--- src/rtl/dcp_pkg.sv ---
package dcp_pkg;
  localparam int WORD_W  = 32;
  localparam int N_WORDS = 8;
  localparam int OFF_W   = 3;
  localparam int CTL_IDX = 7;
  localparam int GO_BIT  = 31;
  localparam int ENTRY_W = WORD_W * N_WORDS;

  typedef logic [N_WORDS-1:0][WORD_W-1:0] desc_words_t;
endpackage

--- src/rtl/dcp_stage.sv ---
module dcp_stage
  import dcp_pkg::*;
(
  input  logic              clk,
  input  logic              rst_n,
  input  logic              we,
  input  logic [OFF_W-1:0]  word,
  input  logic [WORD_W-1:0] wdata,
  output logic              commit_o,
  output desc_words_t       entry_o
);
  // Words 0..6 are held; the control word is taken straight from the bus.
  for (genvar i = 0; i < N_WORDS - 1; i++) begin : g_word
    logic              en;
    logic [WORD_W-1:0] d;
    logic [WORD_W-1:0] q;

    assign en = we && (word == OFF_W'(i));

    always_comb begin
      d = q;
      if (en) d = wdata;
    end

    always_ff @(posedge clk or negedge rst_n) begin
      if (!rst_n) q <= '0;
      else        q <= d;
    end

    assign entry_o[i] = q;
  end

  assign entry_o[CTL_IDX] = wdata;
  assign commit_o = we && (word == OFF_W'(CTL_IDX)) && wdata[GO_BIT];
endmodule

--- src/rtl/dcp_fifo.sv ---
module dcp_fifo #(
  parameter int DEPTH = 8,
  parameter int W     = 256,
  localparam int AW   = (DEPTH > 1) ? $clog2(DEPTH) : 1,
  localparam int CW   = $clog2(DEPTH + 1)
) (
  input  logic          clk,
  input  logic          rst_n,
  input  logic          push,
  input  logic [W-1:0]  din,
  input  logic          pop,
  output logic [W-1:0]  dout,
  output logic          full,
  output logic          empty,
  output logic [CW-1:0] count,
  output logic          ovf
);
  logic [W-1:0]  mem [DEPTH];
  logic [AW-1:0] wr_ptr_q, wr_ptr_d, rd_ptr_q, rd_ptr_d;
  logic [CW-1:0] cnt_q, cnt_d;
  logic          ovf_q, ovf_d;
  logic          do_push, do_pop;

  assign full    = (cnt_q == CW'(DEPTH));
  assign empty   = (cnt_q == '0);
  assign do_push = push && !full;
  assign do_pop  = pop && !empty;

  function automatic logic [AW-1:0] wrap_inc(input logic [AW-1:0] p);
    return (p == AW'(DEPTH - 1)) ? '0 : p + AW'(1);
  endfunction

  always_comb begin
    wr_ptr_d = wr_ptr_q;
    rd_ptr_d = rd_ptr_q;
    cnt_d    = cnt_q;
    if (do_push) wr_ptr_d = wrap_inc(wr_ptr_q);
    if (do_pop)  rd_ptr_d = wrap_inc(rd_ptr_q);
    case ({do_push, do_pop})
      2'b10:   cnt_d = cnt_q + CW'(1);
      2'b01:   cnt_d = cnt_q - CW'(1);
      default: cnt_d = cnt_q;
    endcase
    ovf_d = ovf_q | (push & full);
  end

  always_ff @(posedge clk or negedge rst_n) begin
    if (!rst_n) begin
      wr_ptr_q <= '0;
      rd_ptr_q <= '0;
      cnt_q    <= '0;
      ovf_q    <= 1'b0;
    end else begin
      wr_ptr_q <= wr_ptr_d;
      rd_ptr_q <= rd_ptr_d;
      cnt_q    <= cnt_d;
      ovf_q    <= ovf_d;
    end
  end

  always_ff @(posedge clk) begin
    if (do_push) mem[wr_ptr_q] <= din;
  end

  assign dout  = mem[rd_ptr_q];
  assign count = cnt_q;
  assign ovf   = ovf_q;
endmodule

--- src/rtl/dcp_unpack.sv ---
module dcp_unpack
  import dcp_pkg::*;
#(
  parameter int MAX_BURST = 256,
  localparam int BW       = $clog2(MAX_BURST + 1)
) (
  input  desc_words_t   words,
  output logic [63:0]   rd_addr,
  output logic [63:0]   wr_addr,
  output logic [31:0]   len,
  output logic [BW-1:0] wr_burst,
  output logic [BW-1:0] rd_burst,
  output logic [15:0]   seq,
  output logic [15:0]   wr_stride,
  output logic [15:0]   rd_stride,
  output logic [7:0]    chan,
  output logic [7:0]    flags,
  output logic [7:0]    err_mask,
  output logic          early_done
);
  function automatic logic [BW-1:0] burst_eff(input logic [7:0] raw);
    return (raw == 8'd0) ? BW'(MAX_BURST) : BW'(raw);
  endfunction

  assign rd_addr    = {words[5], words[0]};
  assign wr_addr    = {words[6], words[1]};
  assign len        = words[2];
  assign wr_burst   = burst_eff(words[3][31:24]);
  assign rd_burst   = burst_eff(words[3][23:16]);
  assign seq        = words[3][15:0];
  assign wr_stride  = words[4][31:16];
  assign rd_stride  = words[4][15:0];
  assign chan       = words[CTL_IDX][7:0];
  assign flags      = words[CTL_IDX][15:8];
  assign err_mask   = words[CTL_IDX][23:16];
  assign early_done = words[CTL_IDX][24];
endmodule

--- src/rtl/dcp_commit_port.sv ---
module dcp_commit_port
  import dcp_pkg::*;
#(
  parameter int DEPTH     = 8,
  parameter int MAX_BURST = 256,
  localparam int BURST_W  = $clog2(MAX_BURST + 1),
  localparam int CW       = $clog2(DEPTH + 1)
) (
  input  logic               clk,
  input  logic               rst_n,
  input  logic               cfg_we,
  input  logic [2:0]         cfg_word,
  input  logic [31:0]        cfg_wdata,
  input  logic               q_pop,
  output logic               q_full,
  output logic               q_empty,
  output logic [15:0]        q_level,
  output logic               q_overflow,
  output logic [63:0]        d_rd_addr,
  output logic [63:0]        d_wr_addr,
  output logic [31:0]        d_len,
  output logic [BURST_W-1:0] d_wr_burst,
  output logic [BURST_W-1:0] d_rd_burst,
  output logic [15:0]        d_seq,
  output logic [15:0]        d_wr_stride,
  output logic [15:0]        d_rd_stride,
  output logic [7:0]         d_chan,
  output logic [7:0]         d_flags,
  output logic [7:0]         d_err_mask,
  output logic               d_early_done
);
  logic          commit;
  desc_words_t   entry_in, entry_head;
  logic [CW-1:0] count;

  dcp_stage u_stage (
    .clk      (clk),
    .rst_n    (rst_n),
    .we       (cfg_we),
    .word     (cfg_word),
    .wdata    (cfg_wdata),
    .commit_o (commit),
    .entry_o  (entry_in)
  );

  dcp_fifo #(.DEPTH(DEPTH), .W(ENTRY_W)) u_fifo (
    .clk   (clk),
    .rst_n (rst_n),
    .push  (commit),
    .din   (entry_in),
    .pop   (q_pop),
    .dout  (entry_head),
    .full  (q_full),
    .empty (q_empty),
    .count (count),
    .ovf   (q_overflow)
  );

  assign q_level = 16'(count);

  dcp_unpack #(.MAX_BURST(MAX_BURST)) u_unpack (
    .words      (entry_head),
    .rd_addr    (d_rd_addr),
    .wr_addr    (d_wr_addr),
    .len        (d_len),
    .wr_burst   (d_wr_burst),
    .rd_burst   (d_rd_burst),
    .seq        (d_seq),
    .wr_stride  (d_wr_stride),
    .rd_stride  (d_rd_stride),
    .chan       (d_chan),
    .flags      (d_flags),
    .err_mask   (d_err_mask),
    .early_done (d_early_done)
  );
endmodule

--- config.mk ---
export PLATFORM = sky130hd
export DESIGN_NAME = dcp_commit_port
export DESIGN_NICKNAME = d
export VERILOG_FILES = /design/src/rtl/dcp_pkg.sv /design/src/rtl/dcp_stage.sv /design/src/rtl/dcp_fifo.sv /design/src/rtl/dcp_unpack.sv /design/src/rtl/dcp_commit_port.sv
export SDC_FILE = /design/constraint.sdc
export NUM_CORES = 2
export LEC_CHECK = 0
export BUFFER_PORTS_ARGS = -buffer_cell sky130_fd_sc_hd__buf_2
export CELL_PAD_IN_SITES_DETAIL_PLACEMENT = 0
export CELL_PAD_IN_SITES_GLOBAL_PLACEMENT = 2
export CORE_ASPECT_RATIO = 1.2
export CORE_MARGIN = 4
export CORE_UTILIZATION = 40
export CTS_CLUSTER_DIAMETER = 150
export DETAILED_ROUTE_END_ITERATION = 10
export MAX_ROUTING_LAYER = met4
export PLACE_DENSITY = 0.7
export SYNTH_ARGS = -nofsm -noshare
export SYNTH_HDL_FRONTEND = slang
export SYNTH_HIERARCHICAL = 1
export SYNTH_SLANG_ARGS = --single-unit
--- constraint.sdc ---
create_clock -name clk -period 65.3 [get_ports clk]
set_input_delay 9.795 -clock clk [delete_from_list [all_inputs] [get_ports clk]]
set_output_delay 9.795 -clock clk [all_outputs]
set_load 0.02 [all_outputs]
Yosys cells after proc, flatten, opt, wreduce, memory -nomap -nowiden
Memory sizes are Yosys's and may differ from the RTL's.
Cells that the tools add are included.
{"block": "word_totals", "regBits": 235, "ram_bits": 2048, "mem_count": 1, "output_inout_bits": 270, "input_bits": 39, "latchBits": 0, "rom_bits": 0, "word_cells": 55}
{"block": "classes", "mul": 0, "n_mux": 7, "shifts": 0, "n_addsub": 4, "div_mod_pow": 0, "eq_ne": 12, "n_bitwise": 2, "reduce_logical": 18, "magnitude_cmp": 0}
{"memory": "u_fifo.mem", "words": 8, "width": 256, "read_ports": 1, "rd_ports_with_merged_regs": 0, "write_ports": 1, "line_no": "dcp_fifo.sv:18", "source": "logic [W-1:0] mem [DEPTH];"}
{"op": "3-bit == test, second input constant", "count": 6}
{"op": "9-bit 2-to-1 mux", "count": 2}
{"op": "8-bit zero test", "count": 2}
{"op": "1-bit logical AND", "count": 11}
{"op": "4-bit case mux with 2 select lines", "count": 1}
{"op": "3-bit by 1-bit adder with 3-bit output, second input constant", "count": 2}
{"op": "3-bit by 2-bit == test with 1-bit output, second input constant", "count": 2}
{"op": "3-bit 2-to-1 mux", "count": 2}
{"op": "4-bit by 1-bit adder with 4-bit output, second input constant", "count": 1}
{"op": "4-bit == test, second input constant", "count": 1}
{"op": "4-bit zero test", "count": 1}
{"op": "4-bit by 1-bit subtractor with 4-bit output, second input constant", "count": 1}
{"op": "3-bit by 1-bit == test with 1-bit output, second input constant", "count": 1}
{"op": "3-bit zero test", "count": 1}
{"op": "2-bit by 1-bit == test with 1-bit output, second input constant", "count": 1}
{"op": "2-bit == test, second input constant", "count": 1}
{"op": "1-bit zero test", "count": 2}
{"op": "1-bit 2-to-1 mux", "count": 2}
{"op": "2-bit nonzero test", "count": 1}
{"op": "1-bit AND", "count": 1}
{"op": "1-bit bitwise OR", "count": 1}

Depth between registers and ports, before layout
{"block": "logic_depth", "word_depth": 6, "ltp_mapped": 9, "mapped_depth_nobuf": 8}

By module
Netlist, hierarchy kept.
{"module": "dcp_fifo", "area_per_inst_um2": 77576.9, "cells_per_inst": 3031, "seq_area_each_um2": 61774.2, "instances": 1}
{"module": "dcp_stage", "area_per_inst_um2": 8682.1, "cells_per_inst": 518, "seq_area_each_um2": 5605.4, "instances": 1}
{"module": "dcp_unpack", "area_per_inst_um2": 1859.3, "cells_per_inst": 255, "seq_area_each_um2": 0.0, "instances": 1}
{"module": "dcp_commit_port", "area_per_inst_um2": 93.8, "cells_per_inst": 13, "seq_area_each_um2": 0.0, "instances": 1}

Least setup slack after synthesis
Ideal clock, no wire load.
{"block": "synth_path", "kind": "input to register", "start": "input port cfg_word[1]", "end": "memory u_fifo.mem[0][0] (enable)", "setup_ns": 1.497, "path_buffers": 1, "slack_ns": 29.422, "path_stages": 5, "required_time_ns": 63.803, "t_arrival_ns": 34.380, "path_cell_list": "buf_2 -> nand3_1 -> nor2_1 -> nand2_2 -> nor4_1"}
{"block": "synth_via", "elab_chain_len": 6}
{"element": "from (decl)", "line_no": "dcp_commit_port.sv:12", "source": "input logic [2:0] cfg_word,"}
{"element": "3-bit == test", "line_no": "dcp_stage.sv:34", "source": "assign commit_o = we && (word == OFF_W'(CTL_IDX)) && wdata[GO_BIT];"}
{"element": "1-bit logical AND (2 in a row)", "line_no": "dcp_stage.sv:34"}
{"element": "net commit", "line_no": "dcp_commit_port.sv:32", "source": "logic commit;"}
{"element": "1-bit logical AND", "line_no": "dcp_fifo.sv:26", "source": "assign do_push = push && !full;"}
{"element": "1-bit 2-to-1 mux", "line_no": "dcp_fifo.sv:62", "source": "if (do_push) mem[wr_ptr_q] <= din;"}
{"element": "1-bit 2-to-1 mux (not written as such)", "line_no": "dcp_fifo.sv:62"}
{"element": "to (decl)", "line_no": "dcp_fifo.sv:18"}
The timed path passes the listed nets, and every way through them passes these cells.

Worst setup path in the final report
{"block": "layout_path", "start": "register u_fifo.rd_ptr_q[0]", "end": "output port d_rd_addr[61]"}
{"block": "layout_via", "elab_chain_len": 1}
{"element": "from (decl)", "line_no": "dcp_fifo.sv:19", "source": "logic [AW-1:0] wr_ptr_q, wr_ptr_d, rd_ptr_q, rd_ptr_d;"}
{"element": "from (signal assigned)", "line_no": "dcp_fifo.sv:55", "source": "rd_ptr_q <= rd_ptr_d;"}
{"element": "memory 8 x 256 bit"}
{"element": "to (decl)", "line_no": "dcp_commit_port.sv:19", "source": "output logic [63:0] d_rd_addr,"}
No other way between the ends.

==> flow_metrics.tcl <==
set metrics [dict create \
    status "finished clean" \
    syn_area_sq_um 86100 \
    ys_warn_count 6 \
    post-dp-hpwl_um 107000 \
    cts_sinks 2227 \
    critical_path_class "register to output port" \
    period_share 0.247 \
    gp_congestion 0.698 \
    place_ws_ns 49.56 \
    critical_path.top_delay_family "buffers and inverters" \
    fp.dieH_um 516 \
    clockBufferDepth 3 \
    drcViolationCount 0 \
    p_leak_nw 31.0 \
    cp_slowest_cell "dfrtp_4" \
    drtIter0Drc 3061 \
    die-area_sq_um 223000 \
    wl_per_cell_um 29.5 \
    fp.dieW_um 431 \
    clock_latency_ns 0.86 \
    hp-class "register to register" \
    initial_utilization 0.402 \
    postCtsHoldBufs 0 \
    worstPathRequired_ns 55.51 \
    fin_crit_ns 16.14 \
    grt_pass1_wl_um 290000 \
    dpl-instance-area_sq_um 88600 \
    startpoint_type "register" \
    path_cells "buf_4, buf_12, buf_4, buf_4, mux4_2, mux2_2, buf_2" \
    max_freq_mhz 61.9 \
    cts_max_level 4 \
    avgSynthCellArea_sq_um 23.1 \
    rsz0062_at_grt "false" \
    max_cap_violations 0 \
    cpMostUsedCell "buf_4" \
    maxSlewViolCount 0 \
    antenna_found_initial 38 \
    numCtsBuffers 211 \
    core_area_sq_um 214000 \
    cts.clk_slew.worst_paths_ns 0.06 \
    syn_inst 3733 \
    grt_util_all_layers 0.189 \
    ir_drop_uv 26.2 \
    totalWireLength_um 203000 \
    grt_pass1_vias 39000 \
    post_cts_buffers 0 \
    setup_tns_ns 0 \
    fin_area_sq_um 95700 \
    relSlewSlack 0.184 \
    ant_nets 0 \
    max_stage_delay_ns 0.97 \
    grt-ovfl-total 0 \
    n_fill_cell 17900 \
    p_per_area_nw_per_um2 42.6 \
    rows 186 \
    cts_root_buffer "clkbuf_16" \
    path_max_fanout 100 \
    setup_viol 0 \
    worst_slack_ns 49.16 \
    firstDrtPassIters 5 \
    worstPathArrival_ns 6.35 \
    critPathCaptureType "output port" \
    final_nets 3908 \
    final_core_util 0.447 \
    drive_gt1_frac 0.406 \
    io_pins 309 \
    tightest_slew_ns 1.21 \
    avgViaCountPerCell 5.40 \
    cts_tree "built" \
    grt_max_degree 125 \
    area_growth_pct 11.1 \
    worst-path-buf-inv 5 \
    hold_viol_final 0 \
    io_buffers 296 \
    vias 37200 \
    skew_ns 0.0488 \
    cts-resized-gates 0 \
]
[worst paths after layout]
| kind | startpoint | slack (ns) | endpoint | cells past startpoint |
|---|---|---|---|---|
| max | u_fifo/rd_ptr_q[0] | 49.16 | d_rd_addr[61] | 7 |
| min | u_stage/g_word[6].q[29] | 0.58 | u_fifo/mem[6][221] | 0 |
| max reg2reg | u_fifo/count[0] | 60.21 | u_fifo/mem[3][116] | 6 |
| min reg2reg | u_stage/g_word[6].q[29] | 0.58 | u_fifo/mem[6][221] | 0 |
| max in group asynchronous | rst_n | 54.09 | u_fifo/rd_ptr_q[2] | 3 |
| min in group asynchronous | rst_n | 8.97 | u_stage/g_word[3].q[12] | 1 |
[cell type report]
cell class | count | area [sq um] | area share
Sequential cell | 2227 | 65700 | 0.687
Multi-Input combinational cell | 1052 | 17200 | 0.180
Clock buffer | 299 | 5820 | 0.0609
Tap cell | 2820 | 3530 | 0.0369
Timing Repair Buffer | 363 | 2090 | 0.0219
Clock inverter | 102 | 1220 | 0.0128
Antenna cell | 18 | 45.0 | 0.000471
Inverter | 6 | 22.5 | 0.000235
[worst reg2reg max path: stages (launching register included)]
cell     delay [ns]
dfrtp_1        0.54
or4b_1         0.34
nand3_1        0.34
nor2_4         0.84
buf_4          0.77
buf_4          0.87
buf_4          0.96
[flip-flops by register name, indices dropped and copies added, names as in the netlist]
register and count:
u_fifo/mem 1992, u_stage/g_word.q 224, u_fifo/count 4, u_fifo/rd_ptr_q 3, u_fifo/wr_ptr_q 3, u_fifo/ovf 1
[layout by cell type (no fill, tap or decap), types with 3 or more instances in the layout]
cell type / count
ha_1: 7
inv_1: 6
inv_16: 3
nor3_2: 4
nor4bb_4: 3
clkbuf_1: 69
nand2b_1: 3
inv_6: 3
dfrtp_1: 232
clkinv_4: 6
conb_1: 12
nand2_1: 4
buf_4: 59
nor2_4: 3
nor3b_1: 3
clkinvlp_4: 4
bufinv_16: 18
clkinv_2: 30
clkbuf_16: 213
clkbuf_8: 17
dfrtp_4: 3
buf_12: 8
nand4b_1: 3
mux2_1: 16
mux4_2: 498
buf_2: 295
clkinv_1: 29
mux2_2: 462
nand3_1: 4
diode_2: 18
or4_1: 4
nor2_1: 4
clkinv_16: 8
edfxtp_1: 1992
[where the power goes]
part / internal (mW) / switching (mW)
clock network: 0.698 / 0.529
logic: 0.480 / 0.606
registers: 1.66 / 0.0981
[through the flow]
step	instances	hold WS, ns	total power, mW
global route	6872	0.606	4.25
global placement	6468	0.569	2.90
detailed placement	6468	0.569	2.91
CTS	6869	0.568	4.14
finish	6887	0.578	4.07
floorplan	3744	0.533	2.69
[layer usage]
| layer | global-route usage | vias to the layer above | part of all wire |
|---|---|---|---|
| met5 | - | - | 0 |
| met4 | 0.0519 | 0 | 0.024 |
| met3 | 0.0264 | 231 | 0.056 |
| met2 | 0.309 | 1094 | 0.51 |
| met1 | 0.250 | 20400 | 0.41 |
| li1 | - | 15400 | - |
No activity file was read; power rests on OpenSTA's default activity.
